--- config.mk ---
export PLATFORM = sky130hd
export DESIGN_NAME = msi_pulse_frame
export DESIGN_NICKNAME = d
export VERILOG_FILES = /design/src/rtl/mpf_pkg.sv /design/src/rtl/mpf_access_decode.sv /design/src/rtl/mpf_doorbell.sv /design/src/rtl/mpf_readback.sv /design/src/rtl/msi_pulse_frame.sv
export SDC_FILE = /design/constraint.sdc
export NUM_CORES = 1
export LEC_CHECK = 0
export BUFFER_PORTS_ARGS = -buffer_cell sky130_fd_sc_hd__buf_4
export CORE_ASPECT_RATIO = 1.2
export CORE_UTILIZATION = 40
export CTS_CLUSTER_DIAMETER = 200
export CTS_CLUSTER_SIZE = 14
export DETAILED_ROUTE_END_ITERATION = 8
export GPL_ROUTABILITY_DRIVEN = 0
export PLACE_DENSITY = 0.76
export SLEW_MARGIN = 25
export SYNTH_ARGS = -nofsm -noshare
export SYNTH_HDL_FRONTEND = slang
export SYNTH_SLANG_ARGS = --single-unit
export TNS_END_PERCENT = 50
--- constraint.sdc ---
create_clock -name clk -period 0.8 [get_ports clk]
set_input_delay 0.2 -clock clk [delete_from_list [all_inputs] [get_ports clk]]
set_output_delay 0.2 -clock clk [all_outputs]
set_load 0.01 [all_outputs]
--- src/rtl/mpf_pkg.sv ---
package mpf_pkg;
  localparam int ADDR_W = 12;
  localparam int DATA_W = 32;
  localparam int ID_W   = 10;
  localparam int SIZE_W = 3;

  localparam int ID_BIAS    = 32;
  localparam int LINE_CAP   = 128;
  localparam int ID_CEILING = 1020;

  localparam logic [ADDR_W-1:0] OFS_TYPE     = 12'h008;
  localparam logic [ADDR_W-1:0] OFS_DOORBELL = 12'h040;
  localparam logic [ADDR_W-1:0] OFS_IDENT    = 12'hFCC;
  localparam logic [ADDR_W-1:0] OFS_ZERO_LO  = 12'hFD0;
  localparam logic [ADDR_W-1:0] OFS_ZERO_HI  = 12'hFFC;

  localparam logic [DATA_W-1:0] IDENT_WORD = 32'h0510_0000;

  typedef enum logic [1:0] {
    RSEL_ZERO  = 2'd0,
    RSEL_TYPE  = 2'd1,
    RSEL_IDENT = 2'd2
  } rsel_e;

  typedef struct packed {
    logic  rd_ok;
    logic  wr_ok;
    logic  reject;
    rsel_e rsel;
  } acc_t;
endpackage

--- src/rtl/mpf_access_decode.sv ---
module mpf_access_decode
  import mpf_pkg::*;
(
  input  logic [ADDR_W-1:0] addr,
  input  logic              wr,
  input  logic              rd,
  input  logic [SIZE_W-1:0] size,
  output acc_t              acc
);
  logic lone_rd, lone_wr;
  logic rd_size_ok, wr_size_ok;
  logic hit_type, hit_ident, hit_zero, hit_bell;

  always_comb begin
    lone_rd    = rd & ~wr;
    lone_wr    = wr & ~rd;
    rd_size_ok = (size == SIZE_W'(4));
    wr_size_ok = (size == SIZE_W'(2)) || (size == SIZE_W'(4));
    hit_type   = (addr == OFS_TYPE);
    hit_ident  = (addr == OFS_IDENT);
    hit_zero   = (addr >= OFS_ZERO_LO) && (addr <= OFS_ZERO_HI);
    hit_bell   = (addr == OFS_DOORBELL);

    acc.rd_ok  = lone_rd & rd_size_ok & (hit_type | hit_ident | hit_zero);
    acc.wr_ok  = lone_wr & wr_size_ok & hit_bell;
    acc.reject = (rd | wr) & ~acc.rd_ok & ~acc.wr_ok;

    if (hit_type)       acc.rsel = RSEL_TYPE;
    else if (hit_ident) acc.rsel = RSEL_IDENT;
    else                acc.rsel = RSEL_ZERO;
  end
endmodule

--- src/rtl/mpf_doorbell.sv ---
module mpf_doorbell
  import mpf_pkg::*;
#(
  parameter int BASE_SPI  = 0,
  parameter int NUM_LINES = 64
) (
  input  logic                 clk,
  input  logic                 rst_n,
  input  logic                 fire,
  input  logic [ID_W-1:0]      id,
  output logic [NUM_LINES-1:0] irq_pulse
);
  localparam int FIRST_ID = BASE_SPI + ID_BIAS;
  localparam int IDX_W    = ID_W + 1;

  logic [IDX_W-1:0]     id_ext;
  logic [IDX_W-1:0]     idx;
  logic                 in_range;
  logic [NUM_LINES-1:0] pulse_nxt;
  logic [NUM_LINES-1:0] pulse_q;

  always_comb begin
    id_ext   = {1'b0, id};
    idx      = id_ext - IDX_W'(FIRST_ID);
    in_range = (id_ext >= IDX_W'(FIRST_ID)) && (idx < IDX_W'(NUM_LINES));
  end

  for (genvar i = 0; i < NUM_LINES; i++) begin : g_line
    always_comb pulse_nxt[i] = fire & in_range & (idx == IDX_W'(i));
  end

  always_ff @(posedge clk or negedge rst_n) begin
    if (!rst_n) pulse_q <= '0;
    else        pulse_q <= pulse_nxt;
  end

  assign irq_pulse = pulse_q;

  // never more than one line per cycle
  assert_one_line_R5: assert property (@(posedge clk) disable iff (!rst_n)
    $onehot0(irq_pulse));
  // any pulse traces back to an accepted doorbell write one cycle earlier
  assert_pulse_has_cause_R7: assert property (@(posedge clk) disable iff (!rst_n)
    (|irq_pulse) |-> $past(fire));
  // an accepted write with an ID outside the window leaves all lines low
  assert_out_of_range_quiet_R6: assert property (@(posedge clk) disable iff (!rst_n)
    (fire && !in_range) |=> (irq_pulse == '0));
endmodule

--- src/rtl/mpf_readback.sv ---
module mpf_readback
  import mpf_pkg::*;
#(
  parameter logic [DATA_W-1:0] TYPE_WORD = '0
) (
  input  logic              clk,
  input  logic              rst_n,
  input  logic              rd_strobe,
  input  logic              rd_ok,
  input  rsel_e             rsel,
  output logic [DATA_W-1:0] rdata
);
  logic [DATA_W-1:0] rdata_nxt;
  logic [DATA_W-1:0] rdata_q;

  always_comb begin
    rdata_nxt = '0;
    if (rd_ok) begin
      unique case (rsel)
        RSEL_TYPE:  rdata_nxt = TYPE_WORD;
        RSEL_IDENT: rdata_nxt = IDENT_WORD;
        default:    rdata_nxt = '0;
      endcase
    end
  end

  always_ff @(posedge clk or negedge rst_n) begin
    if (!rst_n)         rdata_q <= '0;
    else if (rd_strobe) rdata_q <= rdata_nxt;
  end

  assign rdata = rdata_q;

  // data holds when no read was presented
  assert_rdata_hold_R11: assert property (@(posedge clk) disable iff (!rst_n)
    !$past(rd_strobe) |-> $stable(rdata));
  // a refused read loads zero
  assert_refused_read_zero_R9: assert property (@(posedge clk) disable iff (!rst_n)
    (rd_strobe && !rd_ok) |=> (rdata == '0));
endmodule

--- src/rtl/msi_pulse_frame.sv ---
module msi_pulse_frame
  import mpf_pkg::*;
#(
  parameter int BASE_SPI  = 0,
  parameter int NUM_LINES = 64
) (
  input  logic                 clk,
  input  logic                 rst_n,
  input  logic [11:0]          bus_addr,
  input  logic                 bus_wr,
  input  logic                 bus_rd,
  input  logic [2:0]           bus_size,
  input  logic [31:0]          bus_wdata,
  output logic [31:0]          bus_rdata,
  output logic                 bus_err,
  output logic [NUM_LINES-1:0] irq_pulse
);
  localparam int FIRST_ID = BASE_SPI + ID_BIAS;
  localparam logic [DATA_W-1:0] TYPE_WORD =
    (DATA_W'(FIRST_ID) << 16) | DATA_W'(NUM_LINES);

  initial begin
    assert (NUM_LINES >= 1 && NUM_LINES <= LINE_CAP && BASE_SPI >= 0 &&
            FIRST_ID + NUM_LINES <= ID_CEILING)
      else $fatal(1, "msi_pulse_frame: parameters outside the supported range");
  end

  acc_t acc;
  logic err_nxt;
  logic err_q;

  mpf_access_decode u_decode (
    .addr (bus_addr),
    .wr   (bus_wr),
    .rd   (bus_rd),
    .size (bus_size),
    .acc  (acc)
  );

  mpf_doorbell #(
    .BASE_SPI  (BASE_SPI),
    .NUM_LINES (NUM_LINES)
  ) u_doorbell (
    .clk       (clk),
    .rst_n     (rst_n),
    .fire      (acc.wr_ok),
    .id        (bus_wdata[ID_W-1:0]),
    .irq_pulse (irq_pulse)
  );

  mpf_readback #(
    .TYPE_WORD (TYPE_WORD)
  ) u_readback (
    .clk       (clk),
    .rst_n     (rst_n),
    .rd_strobe (bus_rd),
    .rd_ok     (acc.rd_ok),
    .rsel      (acc.rsel),
    .rdata     (bus_rdata)
  );

  always_comb err_nxt = acc.reject;

  always_ff @(posedge clk or negedge rst_n) begin
    if (!rst_n) err_q <= 1'b0;
    else        err_q <= err_nxt;
  end

  assign bus_err = err_q;

  // an error only follows a presented access
  assert_err_needs_access_R9: assert property (@(posedge clk) disable iff (!rst_n)
    bus_err |-> $past(bus_wr || bus_rd));
  // colliding strobes are refused and pulse nothing
  assert_collision_refused_R10: assert property (@(posedge clk) disable iff (!rst_n)
    (bus_wr && bus_rd) |=> (bus_err && irq_pulse == '0));
  // an error cycle never carries an interrupt pulse
  assert_err_no_pulse_R8: assert property (@(posedge clk) disable iff (!rst_n)
    bus_err |-> (irq_pulse == '0));
endmodule

==> results of run 1 <==
-- routing by layer --
layer	vias up	routed length, µm	global-route usage
li1	1030	-	-
met1	1147	2930	0.235
met2	143	4480	0.358
met3	10	562	0.0597
met4	0	126	0.0913
met5	-	0	0
-- per-stage QoR --
stage	hold WS, ns	area, µm²	setup WS (ns)	std cells
2_1_floorplan	-0.0956	2920	-0.589	264
5_1_grt	0.0923	4660	-0.419	455
6_report	0.0820	4660	-0.403	455
3_5_place_dp	0.161	3660	-0.870	436
3_3_place_gp	0.157	3660	-0.800	436
4_1_cts	0.0968	4340	-0.333	452
-- cells in the final DEF, fill, tap and decap left out, types with 6 or more instances in the layout --
cell / synthesis / final
dfrtp_1: 67 / 66
nor3_1: 61 / 10
nor3_4: 0 / 12
buf_6: 0 / 80
nor2_1: 6 / 6
buf_4: 30 / 44
nand3_1: 6 / 6
clkbuf_8: 0 / 11
nor3_2: 4 / 43
nand2_1: 13 / 13
conb_1: 1 / 27
-- repair_timing --
item	CTS	global route
resized for setup	117	52
cloned	1	2
hold buffers	1	0
endpoints found under the hold margin	67	0
pin swaps	5	10
setup buffers	2	2
endpoints found under the setup margin	137	137
-- flip-flops by register name (all words and copies together), names as in the netlist --
register	flops
bus_err	1
u_doorbell.irq_pulse	64
u_readback.rdata	2
-- worst max path at each step --
stage | to | start | cells after the start | slack, ns
after global routing | u_doorbell.irq_pulse[39] | bus_wdata[6] | 9 | -0.42
after CTS | u_doorbell.irq_pulse[52] | bus_wdata[6] | 8 | -0.33
after global placement | u_doorbell.irq_pulse[12] | bus_addr[4] | 6 | -0.80
final | u_doorbell.irq_pulse[14] | bus_wdata[5] | 9 | -0.40
after floorplan | u_doorbell.irq_pulse[2] | bus_addr[4] | 6 | -0.59
after detailed placement | u_doorbell.irq_pulse[50] | bus_addr[4] | 6 | -0.87
-- worst register-to-register path, stage by stage (launching register included) --
cell and delay, ns:
dfrtp_1 0.41, buf_4 0.14, inv_1 0.04, o21ai_1 0.05
-- power by group --
part | switching [W] | internal (W) | leakage, nW
combinational | 0.000511 | 0.000358 | 1.18
clock | 0.00108 | 0.00123 | 0.0803
sequential | 0.00000171 | 0.00339 | 0.931
total | 0.00159 | 0.00498 | 2.20
-- layout make-up --
type                       count  area (µm²)  area share
clock buffer                  12         155      0.0333
tap                           85         106      0.0228
inverter                       4        20.0     0.00429
sequential                    67        1680       0.360
timing repair buffer         135        1440       0.308
multi-input combinational    152        1270       0.271
-- cell families (layout without fill, tap and decap cells) --
kind of cell / after synthesis / in the layout / share of synthesized area
AO/OA/AOI/OAI: 7 / 7 / 0.0149
XOR/XNOR: 1 / 1 / 0.00326
adder cells (fa/ha/maj): 1 / 1 / 0.00466
buffers and inverters: 45 / 151 / 0.106
flip-flops: 67 / 67 / 0.624
multiplexers: 1 / 1 / 0.00373
other: 1 / 27 / 0.00140
AND/OR/NAND/NOR: 115 / 115 / 0.242
==> flow_summary_export.csv, run 1 <==
group,metric,value,unit
min_path,hold_path_end,"u_readback.rdata[21]",
sta,tns,-38.34,ns
die,core_area,0.00645,mm²
power,powerDensity,1410,mW/mm²
place,portBuffers,98,
finish,n_antenna_cell,0,
global_routing,grt_pass1_vias,2146,
worst_setup_path,crit_top_cell,"buf_12",
min_path,holdPathStages,2,
finish,drive_gt1_frac,0.595,
logic_synthesis,synth_edf_count,0,
worst_setup_path,crit_path_top_delay_cell,"nor3_2",
die,ios,148,
logic_synthesis,netlist_area,0.00269,mm²
sta,hold_viol_final,0,
die,core.rowCount,32,
sta,post-route-min-period,1.20,ns
route,wl_per_cell,17.8,µm
logic_synthesis,yosys-top-cells-area,"dfrtp_1 62%, nor3_1 11%, buf_4 8.4%",
route,first_iter_violations,136,
logic_synthesis,synth_cell_types,28,
status,outcome,"finished with violations",
logic_synthesis,async_flop_share,1.00,
die,die_area,0.00705,mm²
power,power,0.00657,W
cts,clk-insertion-delay-late,0.34,ns
global_routing,grt.total_usage,0.207,
worst_setup_path,rr_startpoint,"u_readback.rdata[21]",
worst_setup_path,r2r_cells,3,
worst_setup_path,arrival,1.44,ns
logic_synthesis,yosys_warnings,0,
cts,clkTransAtPathRegs,0.07,ns
finish,fin_util,0.724,
sta,setup_viol,136,
sta,fin_ws,-0.403,ns
min_path,min_path_type,"input port to flip-flop",
worst_setup_path,required,1.04,ns
cts,clock-root-buffer,"clkbuf_8",
power,vdd_drop_max,0.778,mV
min_path,hold_path_startpoint,"bus_rd",
worst_setup_path,critical-path-top-delay-family,"buffers and inverters",
sta,timing.final.crit_share,1.50,
finish,nFillCells,418,
status,violations,"setup timing",
worst_setup_path,crit_chain,"buf_8, inv_4, ha_4, o21bai_4, o21ai_2, mux2i_4, buf_12, buf_12, nor3_2",
cts,cts-htree-levels,3,
place,dp_hpwl,4.62,mm
worst_setup_path,r2r_end,"u_readback.rdata[21]",
logic_synthesis,synth_top_area_cell,"dfrtp_1",
die,die_y,91.8,µm
logic_synthesis,avgSynthCellArea,11.3,µm²
sta,fmax,0.831,GHz
route,avgViaCountPerCell,5.12,
worst_setup_path,crit_buf_inv,4,
global_routing,grt_first_pass_wirelength,10.9,mm
finish,areaGrowthSynthToFinish,73.7,%
die,start_util,0.417,
logic_synthesis,syn-instance-count,238,
worst_setup_path,crit_type,"input port to flip-flop",
route,first_pass_iters,5,
logic_synthesis,synthTopCellsByCount,"67 x dfrtp_1, 61 x nor3_1, 30 x buf_4",
finish,nets,421,
route,dr_total_vias,2330,
worst_setup_path,start_kind,"input port",
route,drc,0,
flow_run,cap_violations,0,
cts,cts.path.max_buffers,2,
worst_setup_path,path_max_fanout,17,
logic_synthesis,synth_ff_type,"dfrtp_1",
sta,clock_skew,0,ns
worst_setup_path,cpPeakStageDelay,0.22,ns
cts,clock-sinks,67,
die,die_width,76.8,µm
route,ant_nets,0,
sta,rsz0062_at_grt,"true",
worst_setup_path,cp-end-kind,"flip-flop",
worst_setup_path,r2r_slack,0.05,ns
logic_synthesis,yosysMostFrequentCell,"dfrtp_1",
logic_synthesis,synth_top_area_frac,0.624,
logic_synthesis,seq_area_frac_synth,0.624,
cts,cts_buffers,9,
power,p_leak,2.20,nW
global_routing,antenna_found_initial,0,
logic_synthesis,ys_ff_latch,67,
global_routing,grt_max_degree,39,
sta,finalMaxSlewViolations,0,
route,routed_wl,8.10,mm
cts,cts_tree,"yes",
global_routing,grt_overflow_total,0,
Power figures use the tool's default switching activity.
==> inputs of run 2 (changes only) <==
--- a/config.mk
+++ b/config.mk
@@ -5,9 +5,10 @@
 export SDC_FILE = /design/constraint.sdc
 export NUM_CORES = 1
 export LEC_CHECK = 0
+export ABC_AREA = 1
 export BUFFER_PORTS_ARGS = -buffer_cell sky130_fd_sc_hd__buf_4
 export CORE_ASPECT_RATIO = 1.2
-export CORE_UTILIZATION = 40
+export CORE_UTILIZATION = 41
 export CTS_CLUSTER_DIAMETER = 200
 export CTS_CLUSTER_SIZE = 14
 export DETAILED_ROUTE_END_ITERATION = 8
==> run 2 against run 1 <==
  * The flow still finishes with violations (setup timing)
  * Design area up 1.9%
  * Register-to-register slack got worse by 0.04 ns
  * First-iteration DRC count decreased by 5.1%
  * Clock power grew 37%
  * Count of clock-buffer cells in the layout decreased by 2
  * Global-route usage down 0.30 points
  * Highest routed layer unchanged
==> flow_summary_export.csv, run 2 <==
group,metric,value,unit
logic_synthesis,synth_top_area_cell,"dfrtp_1",
worst_setup_path,crit_chain,"buf_12, inv_12, ha_4, nand2_4, nor2_4, nand2_2, nor2_4, buf_12, buf_12, nand3_4, nor2_1",
cts,clk-insertion-delay-late,0.33,ns
die,die_width,79.6,µm
global_routing,grt_pass1_vias,2330,
global_routing,grt.total_usage,0.204,
finish,nFillCells,518,
place,dpl_worst_slack,-0.738,ns
worst_setup_path,crit_type,"input port to flip-flop",
cts,cts_tree,"yes",
finish,layout_commonest_cell,"buf_6",
route,first_iter_violations,129,
route,avgViaCountPerCell,4.60,
finish,drive_gt1_frac,0.526,
worst_setup_path,arrival,1.39,ns
logic_synthesis,yosys-top-cells-area,"dfrtp_1 57%, nor2_1 9.0%, buf_4 7.6%",
global_routing,grt_first_pass_wirelength,11.3,mm
worst_setup_path,crit_path_top_delay_cell,"ha_4",
global_routing,antenna_found_initial,0,
worst_setup_path,required,1.08,ns
finish,n_antenna_cell,0,
logic_synthesis,synth_top_area_frac,0.567,
die,start_util,0.429,
power,powerDensity,1540,mW/mm²
route,routed_wl,7.66,mm
flow_run,cap_violations,0,
logic_synthesis,synth_ff_type,"dfrtp_1",
finish,design_area,0.00475,mm²
sta,rsz0062_at_grt,"true",
power,p_leak,2.27,nW
route,first_pass_iters,4,
cts,clock-root-buffer,"clkbuf_8",
worst_setup_path,path_max_fanout,8,
sta,post-route-min-period,1.12,ns
logic_synthesis,avgSynthCellArea,10.1,µm²
logic_synthesis,syn-instance-count,294,
power,vdd_drop_max,1.18,mV
finish,nets,477,
logic_synthesis,synth_edf_count,0,
logic_synthesis,netlist_area,0.00296,mm²
finish,final_cell_mix,"72 x buf_6, 67 x dfrtp_1, 48 x nor2_1",
sta,timing.final.crit_share,1.39,
die,die_y,95.1,µm
place,placed_cell_area,0.00393,mm²
status,outcome,"finished with violations",
global_routing,grt_overflow_total,0,
die,ios,148,
route,dr_total_vias,2379,
place,portBuffers,98,
cts,clkTransAtPathRegs,0.08,ns
die,die_area,0.00756,mm²
sta,fin_ws,-0.315,ns
logic_synthesis,synthTopCellsByCount,"71 x nor2_1, 67 x dfrtp_1, 33 x nand2_1",
worst_setup_path,cpPeakStageDelay,0.25,ns
logic_synthesis,async_flop_share,1.00,
logic_synthesis,synth_cell_types,23,
route,ant_nets,0,
status,violations,"setup timing",
cts,cts_buffers,9,
die,core.rowCount,33,
place,dp_hpwl,4.83,mm
finish,fin_util,0.689,
logic_synthesis,yosys_warnings,0,
sta,clock_skew,0,ns
cts,clock-sinks,67,
global_routing,grt_max_degree,24,
route,drc,0,
sta,tns,-34.26,ns
finish,largest_register_ffs,64,
worst_setup_path,crit_top_cell,"buf_12",
logic_synthesis,ys_ff_latch,67,
worst_setup_path,start_kind,"input port",
sta,hold_viol_final,0,
die,core_area,0.00690,mm²
logic_synthesis,yosysMostFrequentCell,"nor2_1",
logic_synthesis,seq_area_frac_synth,0.567,
sta,finalMaxSlewViolations,0,
min_path,min_path_type,"input port to flip-flop",
cts,cts-htree-levels,3,
route,wl_per_cell,14.8,µm
sta,setup_viol,134,
worst_setup_path,cp-end-kind,"flip-flop",
sta,fmax,0.897,GHz
finish,areaGrowthSynthToFinish,60.6,%
cts,cts.path.max_buffers,2,
==> run 2: logic make-up after synthesis <==
logic type | share of synthesized area
fa+ha+maj | 0.00423
buf+inv | 0.122
simple gates | 0.299
compound gates | 0.00676
flops | 0.567
other cells | 0.00127
==> run 2: layer usage <==
metal,global-route usage,up-vias,share of wire
li1,-,1103,-
met1,0.219,1137,0.36
met2,0.375,128,0.55
met3,0.0440,11,0.072
met4,0.0970,0,0.019
met5,0,-,0
==> run 2: final cells by class <==
cell class / instances / area, µm² / area share
Sequential cell: 67 / 1680 / 0.353
Clock buffer: 10 / 138 / 0.0290
Clock inverter: 6 / 87.6 / 0.0184
Inverter: 20 / 95.1 / 0.0200
Timing Repair Buffer: 130 / 1430 / 0.301
Multi-Input combinational cell: 197 / 1220 / 0.256
Tap cell: 87 / 109 / 0.0229
==> run 2: worst max-delay path, delay by kind of cell <==
| family | cells | cell delay, ns |
|---|---|---|
| fa+ha+maj | 1 | 0.25 |
| simple gates | 6 | 0.53 |
| buf+inv | 4 | 0.39 |
==> run 2: final timing paths <==
kind                                 startpoint                        to  slack (ns)  cells after the start
setup reg to reg           u_readback.rdata[24]      u_readback.rdata[24]        0.01                      3
setup / recovery                   bus_wdata[5]  u_doorbell.irq_pulse[63]       -0.32                     11
max in group asynchronous                 rst_n  u_doorbell.irq_pulse[12]        0.10                      3
hold reg to reg            u_readback.rdata[21]      u_readback.rdata[21]        0.66                      3
min in group asynchronous                 rst_n  u_doorbell.irq_pulse[40]        0.30                      2
hold / removal                           bus_wr      u_readback.rdata[24]        0.24                      5
==> run 2: what timing repair did <==
action	in CTS	in global routing
buffers inserted	2	3
resized for setup	85	40
hold buffers	1	0
pin swaps	12	5
gates cloned	0	2
endpoints found under the hold margin	60	0
setup endpoints to repair	134	137
==> run 2: report_power, final <==
group / switching [W] / internal (W) / leakage (nW)
combinational: 0.000446 / 0.000322 / 1.22
sequential: 0.00000189 / 0.00339 / 0.933
clock: 0.00132 / 0.00185 / 0.117
total: 0.00177 / 0.00555 / 2.27
==> run 2: metrics by stage <==
stage | hold WS, ns | power (W) | std cells
after floorplan | -0.0956 | 0.00384 | 320
after global placement | 0.0829 | 0.00409 | 493
after detailed placement | 0.0887 | 0.00410 | 493
after CTS | 0.233 | 0.00721 | 512
after global routing | 0.243 | 0.00760 | 517
final | 0.239 | 0.00732 | 517
